**src/rtl/uart_tx_pkg.sv**
```systemverilog
package uart_tx_pkg;
  localparam logic [3:0] CLR_NIBBLE = 4'b0011;
  localparam logic [1:0] EN_CODE    = 2'b01;
  localparam logic [1:0] DIS_CODE   = 2'b10;

  typedef enum logic [1:0] {
    TXC_NOP,
    TXC_ENABLE,
    TXC_DISABLE,
    TXC_CLEAR
  } tx_cmd_e;
endpackage

```
**src/rtl/uart_tx_fifo.sv**
```systemverilog
module uart_tx_fifo #(
  parameter int DW        = 8,
  parameter int DEPTH_MAX = 16,
  parameter int DEPTH_MIN = 8,
  localparam int PW = $clog2(DEPTH_MAX),
  localparam int CW = $clog2(DEPTH_MAX + 1)
) (
  input  logic          clk,
  input  logic          rst_n,
  input  logic          flush,
  input  logic          wide,
  input  logic          push,
  input  logic [DW-1:0] din,
  input  logic          pop,
  output logic [DW-1:0] dout,
  output logic [CW-1:0] cnt,
  output logic          room,
  output logic          empty
);
  logic [DW-1:0] mem [DEPTH_MAX];
  logic [PW-1:0] wp_q, wp_d, rp_q, rp_d;
  logic [CW-1:0] cnt_q, cnt_d;
  logic [CW-1:0] cap;
  logic          do_push, do_pop;

  assign cap     = wide ? CW'(DEPTH_MAX) : CW'(DEPTH_MIN);
  assign room    = cnt_q < cap;
  assign empty   = cnt_q == '0;
  assign do_push = push && room && !flush;
  assign do_pop  = pop && !empty && !flush;
  assign dout    = mem[rp_q];
  assign cnt     = cnt_q;

  function automatic logic [PW-1:0] bump(input logic [PW-1:0] p);
    return (p == PW'(DEPTH_MAX - 1)) ? '0 : p + PW'(1);
  endfunction

  always_comb begin
    wp_d  = wp_q;
    rp_d  = rp_q;
    cnt_d = cnt_q;
    if (flush) begin
      wp_d  = '0;
      rp_d  = '0;
      cnt_d = '0;
    end else begin
      if (do_push) wp_d = bump(wp_q);
      if (do_pop)  rp_d = bump(rp_q);
      case ({do_push, do_pop})
        2'b10:   cnt_d = cnt_q + CW'(1);
        2'b01:   cnt_d = cnt_q - CW'(1);
        default: cnt_d = cnt_q;
      endcase
    end
  end

  always_ff @(posedge clk or negedge rst_n) begin
    if (!rst_n) begin
      wp_q  <= '0;
      rp_q  <= '0;
      cnt_q <= '0;
    end else begin
      wp_q  <= wp_d;
      rp_q  <= rp_d;
      cnt_q <= cnt_d;
    end
  end

  always_ff @(posedge clk) begin
    if (do_push) mem[wp_q] <= din;
  end

  AST_NO_OVERFLOW: assert property (@(posedge clk) disable iff (!rst_n)
    (cnt_q == cap && push && !pop && !flush) |=> (cnt_q == $past(cnt_q)));
  AST_NO_UNDERFLOW: assert property (@(posedge clk) disable iff (!rst_n)
    (empty && pop && !push) |=> empty);
endmodule

```
**src/rtl/uart_tx_shift.sv**
```systemverilog
module uart_tx_shift #(
  parameter int DW  = 8,
  parameter int OVS = 16,
  localparam int FW  = DW + 2,
  localparam int TCW = $clog2(OVS),
  localparam int BCW = $clog2(FW)
) (
  input  logic          clk,
  input  logic          rst_n,
  input  logic          abort,
  input  logic          tick,
  input  logic          avail,
  input  logic [DW-1:0] din,
  output logic          pop,
  output logic          busy,
  output logic          txd
);
  logic [FW-1:0]  sh_q, sh_d;
  logic [TCW-1:0] tc_q, tc_d;
  logic [BCW-1:0] bc_q, bc_d;
  logic           busy_q, busy_d;

  assign pop  = !busy_q && avail && !abort;
  assign busy = busy_q;
  assign txd  = busy_q ? sh_q[0] : 1'b1;

  always_comb begin
    sh_d   = sh_q;
    tc_d   = tc_q;
    bc_d   = bc_q;
    busy_d = busy_q;
    if (abort) begin
      busy_d = 1'b0;
    end else if (!busy_q) begin
      if (avail) begin
        busy_d = 1'b1;
        sh_d   = {1'b1, din, 1'b0};
        tc_d   = '0;
        bc_d   = '0;
      end
    end else if (tick) begin
      if (tc_q == TCW'(OVS - 1)) begin
        tc_d = '0;
        sh_d = {1'b1, sh_q[FW-1:1]};
        if (bc_q == BCW'(FW - 1)) busy_d = 1'b0;
        else                      bc_d   = bc_q + BCW'(1);
      end else begin
        tc_d = tc_q + TCW'(1);
      end
    end
  end

  always_ff @(posedge clk or negedge rst_n) begin
    if (!rst_n) begin
      sh_q   <= '1;
      tc_q   <= '0;
      bc_q   <= '0;
      busy_q <= 1'b0;
    end else begin
      sh_q   <= sh_d;
      tc_q   <= tc_d;
      bc_q   <= bc_d;
      busy_q <= busy_d;
    end
  end

  AST_START_AFTER_LOAD: assert property (@(posedge clk) disable iff (!rst_n)
    pop |=> !txd);
  AST_STOP_BIT_HIGH: assert property (@(posedge clk) disable iff (!rst_n)
    (busy_q && bc_q == BCW'(FW - 1)) |-> txd);
endmodule

```
**src/rtl/uart_tx_ctrl.sv**
```systemverilog
module uart_tx_ctrl
  import uart_tx_pkg::*;
#(
  parameter int DEPTH_MAX = 16,
  parameter int DEPTH_MIN = 8,
  localparam int CW = $clog2(DEPTH_MAX + 1)
) (
  input  logic          clk,
  input  logic          rst_n,
  input  logic          cmd_we,
  input  logic [7:0]    cmd_data,
  input  logic          data_we,
  input  logic [CW-1:0] fifo_cnt,
  input  logic          wide,
  input  logic [1:0]    irq_level,
  output logic          enabled,
  output logic          flush,
  output logic          push,
  output logic          irq
);
  tx_cmd_e       cmd;
  logic          en_q, en_d;
  logic [CW-1:0] half;
  logic          unused_cmd_bits;

  assign unused_cmd_bits = ^cmd_data[1:0];

  always_comb begin
    cmd = TXC_NOP;
    if (cmd_we) begin
      if (cmd_data[7:4] == CLR_NIBBLE)       cmd = TXC_CLEAR;
      else if (cmd_data[3:2] == EN_CODE)     cmd = TXC_ENABLE;
      else if (cmd_data[3:2] == DIS_CODE)    cmd = TXC_DISABLE;
    end
  end

  always_comb begin
    case (cmd)
      TXC_ENABLE:             en_d = 1'b1;
      TXC_DISABLE, TXC_CLEAR: en_d = 1'b0;
      default:                en_d = en_q;
    endcase
  end

  always_ff @(posedge clk or negedge rst_n) begin
    if (!rst_n) en_q <= 1'b0;
    else        en_q <= en_d;
  end

  assign half    = wide ? CW'(DEPTH_MAX / 2) : CW'(DEPTH_MIN / 2);
  assign enabled = en_q;
  assign flush   = cmd == TXC_CLEAR;
  assign push    = data_we && en_q && !flush;
  assign irq     = en_q && ((irq_level == 2'b00) ? (fifo_cnt == '0)
                                                 : (fifo_cnt <= half));

  AST_IRQ_OFF_AFTER_DISABLE: assert property (@(posedge clk) disable iff (!rst_n)
    (cmd_we && cmd_data[7:4] != CLR_NIBBLE && cmd_data[3:2] == DIS_CODE) |=> !irq);
  AST_CLEAR_DISABLES: assert property (@(posedge clk) disable iff (!rst_n)
    (cmd_we && cmd_data[7:4] == CLR_NIBBLE) |=> !enabled);
endmodule

```
**src/rtl/uart_tx_chan.sv**
```systemverilog
module uart_tx_chan #(
  parameter int DW        = 8,
  parameter int DEPTH_MAX = 16,
  parameter int DEPTH_MIN = 8,
  parameter int OVS       = 16
) (
  input  logic          clk,
  input  logic          rst_n,
  input  logic          baud_tick,
  input  logic          cmd_we,
  input  logic [7:0]    cmd_data,
  input  logic          data_we,
  input  logic [DW-1:0] data_in,
  input  logic          fifo_wide,
  input  logic [1:0]    irq_level,
  output logic          txd,
  output logic          tx_rdy,
  output logic          tx_emt,
  output logic          tx_irq
);
  localparam int CW = $clog2(DEPTH_MAX + 1);

  logic [1:0]    rst_sync;
  logic          rst_i_n;
  logic          en, flush, push, pop, busy, room, empty;
  logic [CW-1:0] cnt;
  logic [DW-1:0] head;

  always_ff @(posedge clk or negedge rst_n) begin
    if (!rst_n) rst_sync <= 2'b00;
    else        rst_sync <= {rst_sync[0], 1'b1};
  end
  assign rst_i_n = rst_sync[1];

  uart_tx_ctrl #(.DEPTH_MAX(DEPTH_MAX), .DEPTH_MIN(DEPTH_MIN)) u_ctrl (
    .clk(clk), .rst_n(rst_i_n), .cmd_we(cmd_we), .cmd_data(cmd_data),
    .data_we(data_we), .fifo_cnt(cnt), .wide(fifo_wide), .irq_level(irq_level),
    .enabled(en), .flush(flush), .push(push), .irq(tx_irq)
  );

  uart_tx_fifo #(.DW(DW), .DEPTH_MAX(DEPTH_MAX), .DEPTH_MIN(DEPTH_MIN)) u_fifo (
    .clk(clk), .rst_n(rst_i_n), .flush(flush), .wide(fifo_wide), .push(push),
    .din(data_in), .pop(pop), .dout(head), .cnt(cnt), .room(room), .empty(empty)
  );

  uart_tx_shift #(.DW(DW), .OVS(OVS)) u_shift (
    .clk(clk), .rst_n(rst_i_n), .abort(flush), .tick(baud_tick),
    .avail(!empty), .din(head), .pop(pop), .busy(busy), .txd(txd)
  );

  assign tx_rdy = room;
  assign tx_emt = empty && !busy;

  AST_EMT_LINE_HIGH: assert property (@(posedge clk) disable iff (!rst_i_n)
    tx_emt |-> txd);
  AST_CLEAR_FLUSHES: assert property (@(posedge clk) disable iff (!rst_i_n)
    (cmd_we && cmd_data[7:4] == 4'b0011) |=> (tx_emt && tx_rdy && txd));
  AST_DROP_WHEN_OFF: assert property (@(posedge clk) disable iff (!rst_i_n)
    (data_we && !en && empty) |=> empty);
  AST_IRQ_NEEDS_EN: assert property (@(posedge clk) disable iff (!rst_i_n)
    (cmd_we && cmd_data[7:4] == 4'b0011) |=> !tx_irq);
endmodule

```
**config.mk**
```make
export PLATFORM = sky130hd
export DESIGN_NAME = uart_tx_chan
export DESIGN_NICKNAME = d
export VERILOG_FILES = /design/src/rtl/uart_tx_pkg.sv /design/src/rtl/uart_tx_fifo.sv /design/src/rtl/uart_tx_shift.sv /design/src/rtl/uart_tx_ctrl.sv /design/src/rtl/uart_tx_chan.sv
export SDC_FILE = /design/constraint.sdc
export NUM_CORES = 1
export LEC_CHECK = 0
export BUFFER_PORTS_ARGS = -buffer_cell sky130_fd_sc_hd__buf_4
export CAP_MARGIN = 20
export CORE_MARGIN = 4
export CORE_UTILIZATION = 40
export DETAILED_ROUTE_END_ITERATION = 6
export GPL_TIMING_DRIVEN = 0
export PLACE_DENSITY = 0.6
export SYNTH_ARGS = -nofsm -noshare
export SYNTH_HDL_FRONTEND = slang
export SYNTH_SLANG_ARGS = --single-unit
```
**constraint.sdc**
```tcl
create_clock -name clk -period 2.7 [get_ports clk]
set_input_delay 0.675 -clock clk [delete_from_list [all_inputs] [get_ports clk]]
set_output_delay 0.675 -clock clk [all_outputs]
set_load 0.05 [all_outputs]
```
==> run summary <==
The run finished with clean final reports. The routed design has approximately 14000 um of wire. The violation count after the first detailed-route iteration is 249. At the end of the flow, the number of nets in the layout was 538. The critical path ends at u_fifo.mem[8][1]. The number of cells on the worst reg-to-reg path came out at 6. The worst-margin pin slew came out at 0.855 ns. The simple-gate share of the synthesized area came out at 7.69%. In this run the critical register-to-register path is launched from u_fifo.cnt[4]. The min-delay analysis places its worst path in the category input pin to asynchronous set/reset pin. Dividing the detail-routed wire length by the instance count gives 18.9 um.

The number of hold buffers added after CTS was 0. Leaving out fill and tap cells, the most frequent cell in the layout is sky130_fd_sc_hd__edfxtp_1. The via count of the first global-routing pass came to 4014. The element type at the critical path start is a register. The all-layer global routing usage came out at 14.8%. The final standard cell count with taps included and fillers excluded is 730. The final setup skew came out at 0.00963 ns. The total number of clock tree sinks is 162. The final setup TNS is 0 ns.

For flop-to-flop paths, the worst setup slack is 0.007 ns. The Yosys warning count is 0. Relative to the synthesized area, the layout overhead comes to 18.4%. The number of H-tree branching levels is 4. The synthesized netlist devotes 6.59% of its cell area to compound gates. The number of antenna diodes came out at 0. The relative slew slack came out at 42.8%. The arrival time at the worst endpoint is about 2.7 ns. The core region is 16800 um^2.

The placed cell count came out at just under 700. The type of destination of the critical path is a register. The deepest clock path buffer count came out at 2. The final hold violation count came out at 0. The fraction of registers with async set/reset is 21.0%.

The number of antenna violations at the first check in global routing came out at 0. The total chip power came out at 7.83 mW. The power per cell area came out at 956 nW/um^2. During I/O placement, the number of pins put on the boundary was 28. The final worst-path cycle share came out at between 90% and 100%.

The count of mapped cells out of synthesis is approximately 440. Setup repair after global routing could not meet its margin everywhere. Summing the areas of all fa, ha and maj instances in the mapped netlist gives 3.00% of the synthesized area. TritonCTS built the clock tree. The HPWL after detailed placement is 9460 um. The fraction of final layout cells with drive strength greater than 1 is 30.0%. Max-cap violations in this run came to 0. For the finished layout, the period the worst path requires is 2.69 ns. The congestion estimate from routability-driven global placement came to 0.775. The most critical setup path has its startpoint at u_fifo.cnt[4].

In the synthesized netlist, mux cells make up between 10% and 20% of the area. The most used flip-flop cell after synthesis is sky130_fd_sc_hd__edfxtp_1. In this run the remaining antenna-violating nets after routing total 0. The cell sitting at the root of the clock tree is a sky130_fd_sc_hd__clkbuf_16. After detailed routing, the number of vias per cell comes to 5.35. Measured on the finished design, the core utilization comes to between 40% and 50%. The xor/xnor share of the synthesized area is 0.887%. The number of flip-flops and latches in the synthesized netlist is roughly 160.

The starting density of the core came out at about two fifths. After synthesis, the largest family of logic cells by area is multiplexers. The maximum operating frequency came out at 371 MHz. The first detailed-routing pass ran for 4 iterations.

Input and output buffers added on the ports amount to 25. The highest net fanout along the worst path came out at 10. The count of unique library cells instantiated by Yosys came out at 53. After detailed placement, the total cell area comes to approximately 7400 um^2. For this run, the register share of the synthesized area comes to between 60% and 70%. The via total after detailed routing came out at around 4000.

The worst register-to-register path ends at u_fifo.mem[8][1]. The max-slew violation count came out at 0. The die covers 19500 um^2. The first-pass GRT wire length is ~22000 um. Synthesis produced a netlist with a net count of 484.

The number of flops mapped to enable cells by yosys is roughly 130. For this run, design rule violations remaining after detail routing come to 0. The count of endpoints failing setup in the final report came out at 0.

The worst setup path is of the register to register kind. The register clock-pin slew on the reported worst setup and hold paths is about 0.060 ns. The worst voltage drop across the vdd grid is around 0.56 mV. The number of buffers inserted during clock tree synthesis is 17. Summed over all layers, the global routing overflow is 0. The synthesized area divided by synthesized cell count is 15.6 um^2.

Leaving out fill and tap cells, the most frequent cells in the layout are 128 x sky130_fd_sc_hd__edfxtp_1, 34 x sky130_fd_sc_hd__buf_4, 26 x sky130_fd_sc_hd__nand2_1, 26 x sky130_fd_sc_hd__nor2_1, 25 x sky130_fd_sc_hd__mux2i_1. The insertion delay of the later-clocked pin in the worst-skew pair came out at 0.42 ns. The leakage power of the design came out at 2.85 nW. Row generation in the floorplan step produced between 40 and 50 rows. The floorplan die height is 139 um. The final instance area is 8190 um^2. The largest net degree at the start of global routing came out at 23. In this run the cell area of the synthesized design comes to 6920 um^2.

The critical path data required time is ~2.7 ns. The horizontal die dimension is 139 um.
-- layer usage --
| layer | part of all wire (%) | up-vias | global-route usage, % |
|---|---|---|---|
| met4 | 0.58 | 0 | 3.71 |
| met2 | 50 | 68 | 24.1 |
| met1 | 45 | 2001 | 19.8 |
| met5 | 0 | - | 0 |
| met3 | 4.8 | 6 | 4.08 |
| li1 | - | 1829 | - |
-- cell families after synthesis --
logic type / count (synthesis)
flops: 162
simple gates: 109
compound gates: 66
mux: 50
buf+inv: 33
fa+ha+maj: 16
xor+xnor: 7
other cells: 1
-- area by class of cell --
type	instances	area, um^2
fill	1415	8570
sequential	162	4710
multi-input combinational	249	2180
clock buffer	17	425
timing repair buffer	35	284
tap	220	275
clock inverter	14	158
buffer	20	103
inverter	13	48.8
-- state kept, by name, summed over array words and instances (netlist names) --
signal / count
u_fifo.rp_q: 4
u_shift.bc_q: 4
u_shift.sh_q: 9
u_fifo.wp_q: 4
u_shift.busy: 1
rst_sync: 2
u_fifo.mem: 128
u_ctrl.enabled: 1
u_shift.tc_q: 4
u_fifo.cnt: 5
-- what timing repair did --
| item | CTS | global route |
|---|---|---|
| gates resized for setup | 10 | 25 |
| endpoints found under the setup margin | 48 | 99 |
| cloned | 0 | 0 |
| pin swaps | 1 | 3 |
| buffers inserted | 1 | 6 |
-- cell usage after synthesis (4+ instances only) --
| master | instances | area [um^2] |
|---|---|---|
| sky130_fd_sc_hd__xnor2_1 | 5 | 43.8 |
| sky130_fd_sc_hd__mux2i_1 | 25 | 250 |
| sky130_fd_sc_hd__ha_1 | 15 | 188 |
| sky130_fd_sc_hd__nor3_1 | 10 | 50.1 |
| sky130_fd_sc_hd__o21ai_0 | 20 | 100 |
| sky130_fd_sc_hd__a22o_1 | 7 | 61.3 |
| sky130_fd_sc_hd__nor2b_1 | 4 | 25.0 |
| sky130_fd_sc_hd__edfxtp_1 | 128 | 3840 |
| sky130_fd_sc_hd__buf_2 | 10 | 50.1 |
| sky130_fd_sc_hd__dfrtp_1 | 25 | 626 |
| sky130_fd_sc_hd__nor2_1 | 36 | 135 |
| sky130_fd_sc_hd__a21oi_1 | 10 | 50.1 |
| sky130_fd_sc_hd__o221ai_1 | 6 | 52.6 |
| sky130_fd_sc_hd__dfstp_2 | 9 | 236 |
| sky130_fd_sc_hd__mux4_2 | 24 | 541 |
| sky130_fd_sc_hd__a211oi_1 | 8 | 60.1 |
| sky130_fd_sc_hd__inv_1 | 12 | 45.0 |
| sky130_fd_sc_hd__nand2_1 | 27 | 101 |
| sky130_fd_sc_hd__nand3_1 | 7 | 35.0 |
| sky130_fd_sc_hd__nand2b_1 | 4 | 25.0 |
| sky130_fd_sc_hd__clkbuf_1 | 6 | 22.5 |
-- worst max-delay path, stage by stage, from the launching register on --
cell and delay [ns]:
sky130_fd_sc_hd__dfrtp_2 0.44, sky130_fd_sc_hd__ha_1 0.30, sky130_fd_sc_hd__a211o_1 0.29, sky130_fd_sc_hd__clkbuf_4 0.20
sky130_fd_sc_hd__nor2_1 0.20, sky130_fd_sc_hd__nand2_1 0.17, sky130_fd_sc_hd__nor2_1 0.70
-- where the power goes --
| part | internal (mW) | switching (mW) | leakage [nW] |
|---|---|---|---|
| clock | 1.37 | 0.978 | 0.272 |
| sequential | 3.04 | 0.213 | 1.54 |
| combinational | 1.01 | 1.22 | 1.03 |
| total | 5.41 | 2.42 | 2.85 |
-- metrics by stage --
stage	hold WS (ns)	worst slack (ns)
6_report	0.0319	0.00737
4_1_cts	0.0152	-0.104
3_3_place_gp	0.341	-0.772
5_1_grt	0.00914	-0.107
3_5_place_dp	0.230	-0.580
2_1_floorplan	0.331	-0.0323
-- how the worst min path moves through the flow --
stage | startpoint | endpoint | slack (ns) | cells after the start
CTS | rst_n | rst_sync[0] | 0.02 | 1
finish | rst_n | rst_sync[0] | 0.03 | 1
global placement | rst_sync[0] | rst_sync[1] | 0.34 | 0
global route | rst_n | rst_sync[0] | 0.009 | 1
floorplan | rst_sync[0] | rst_sync[1] | 0.33 | 0
detailed placement | rst_sync[1] | u_shift.tc_q[0] | 0.23 | 0
No activity file was read; power rests on OpenSTA's default activity.
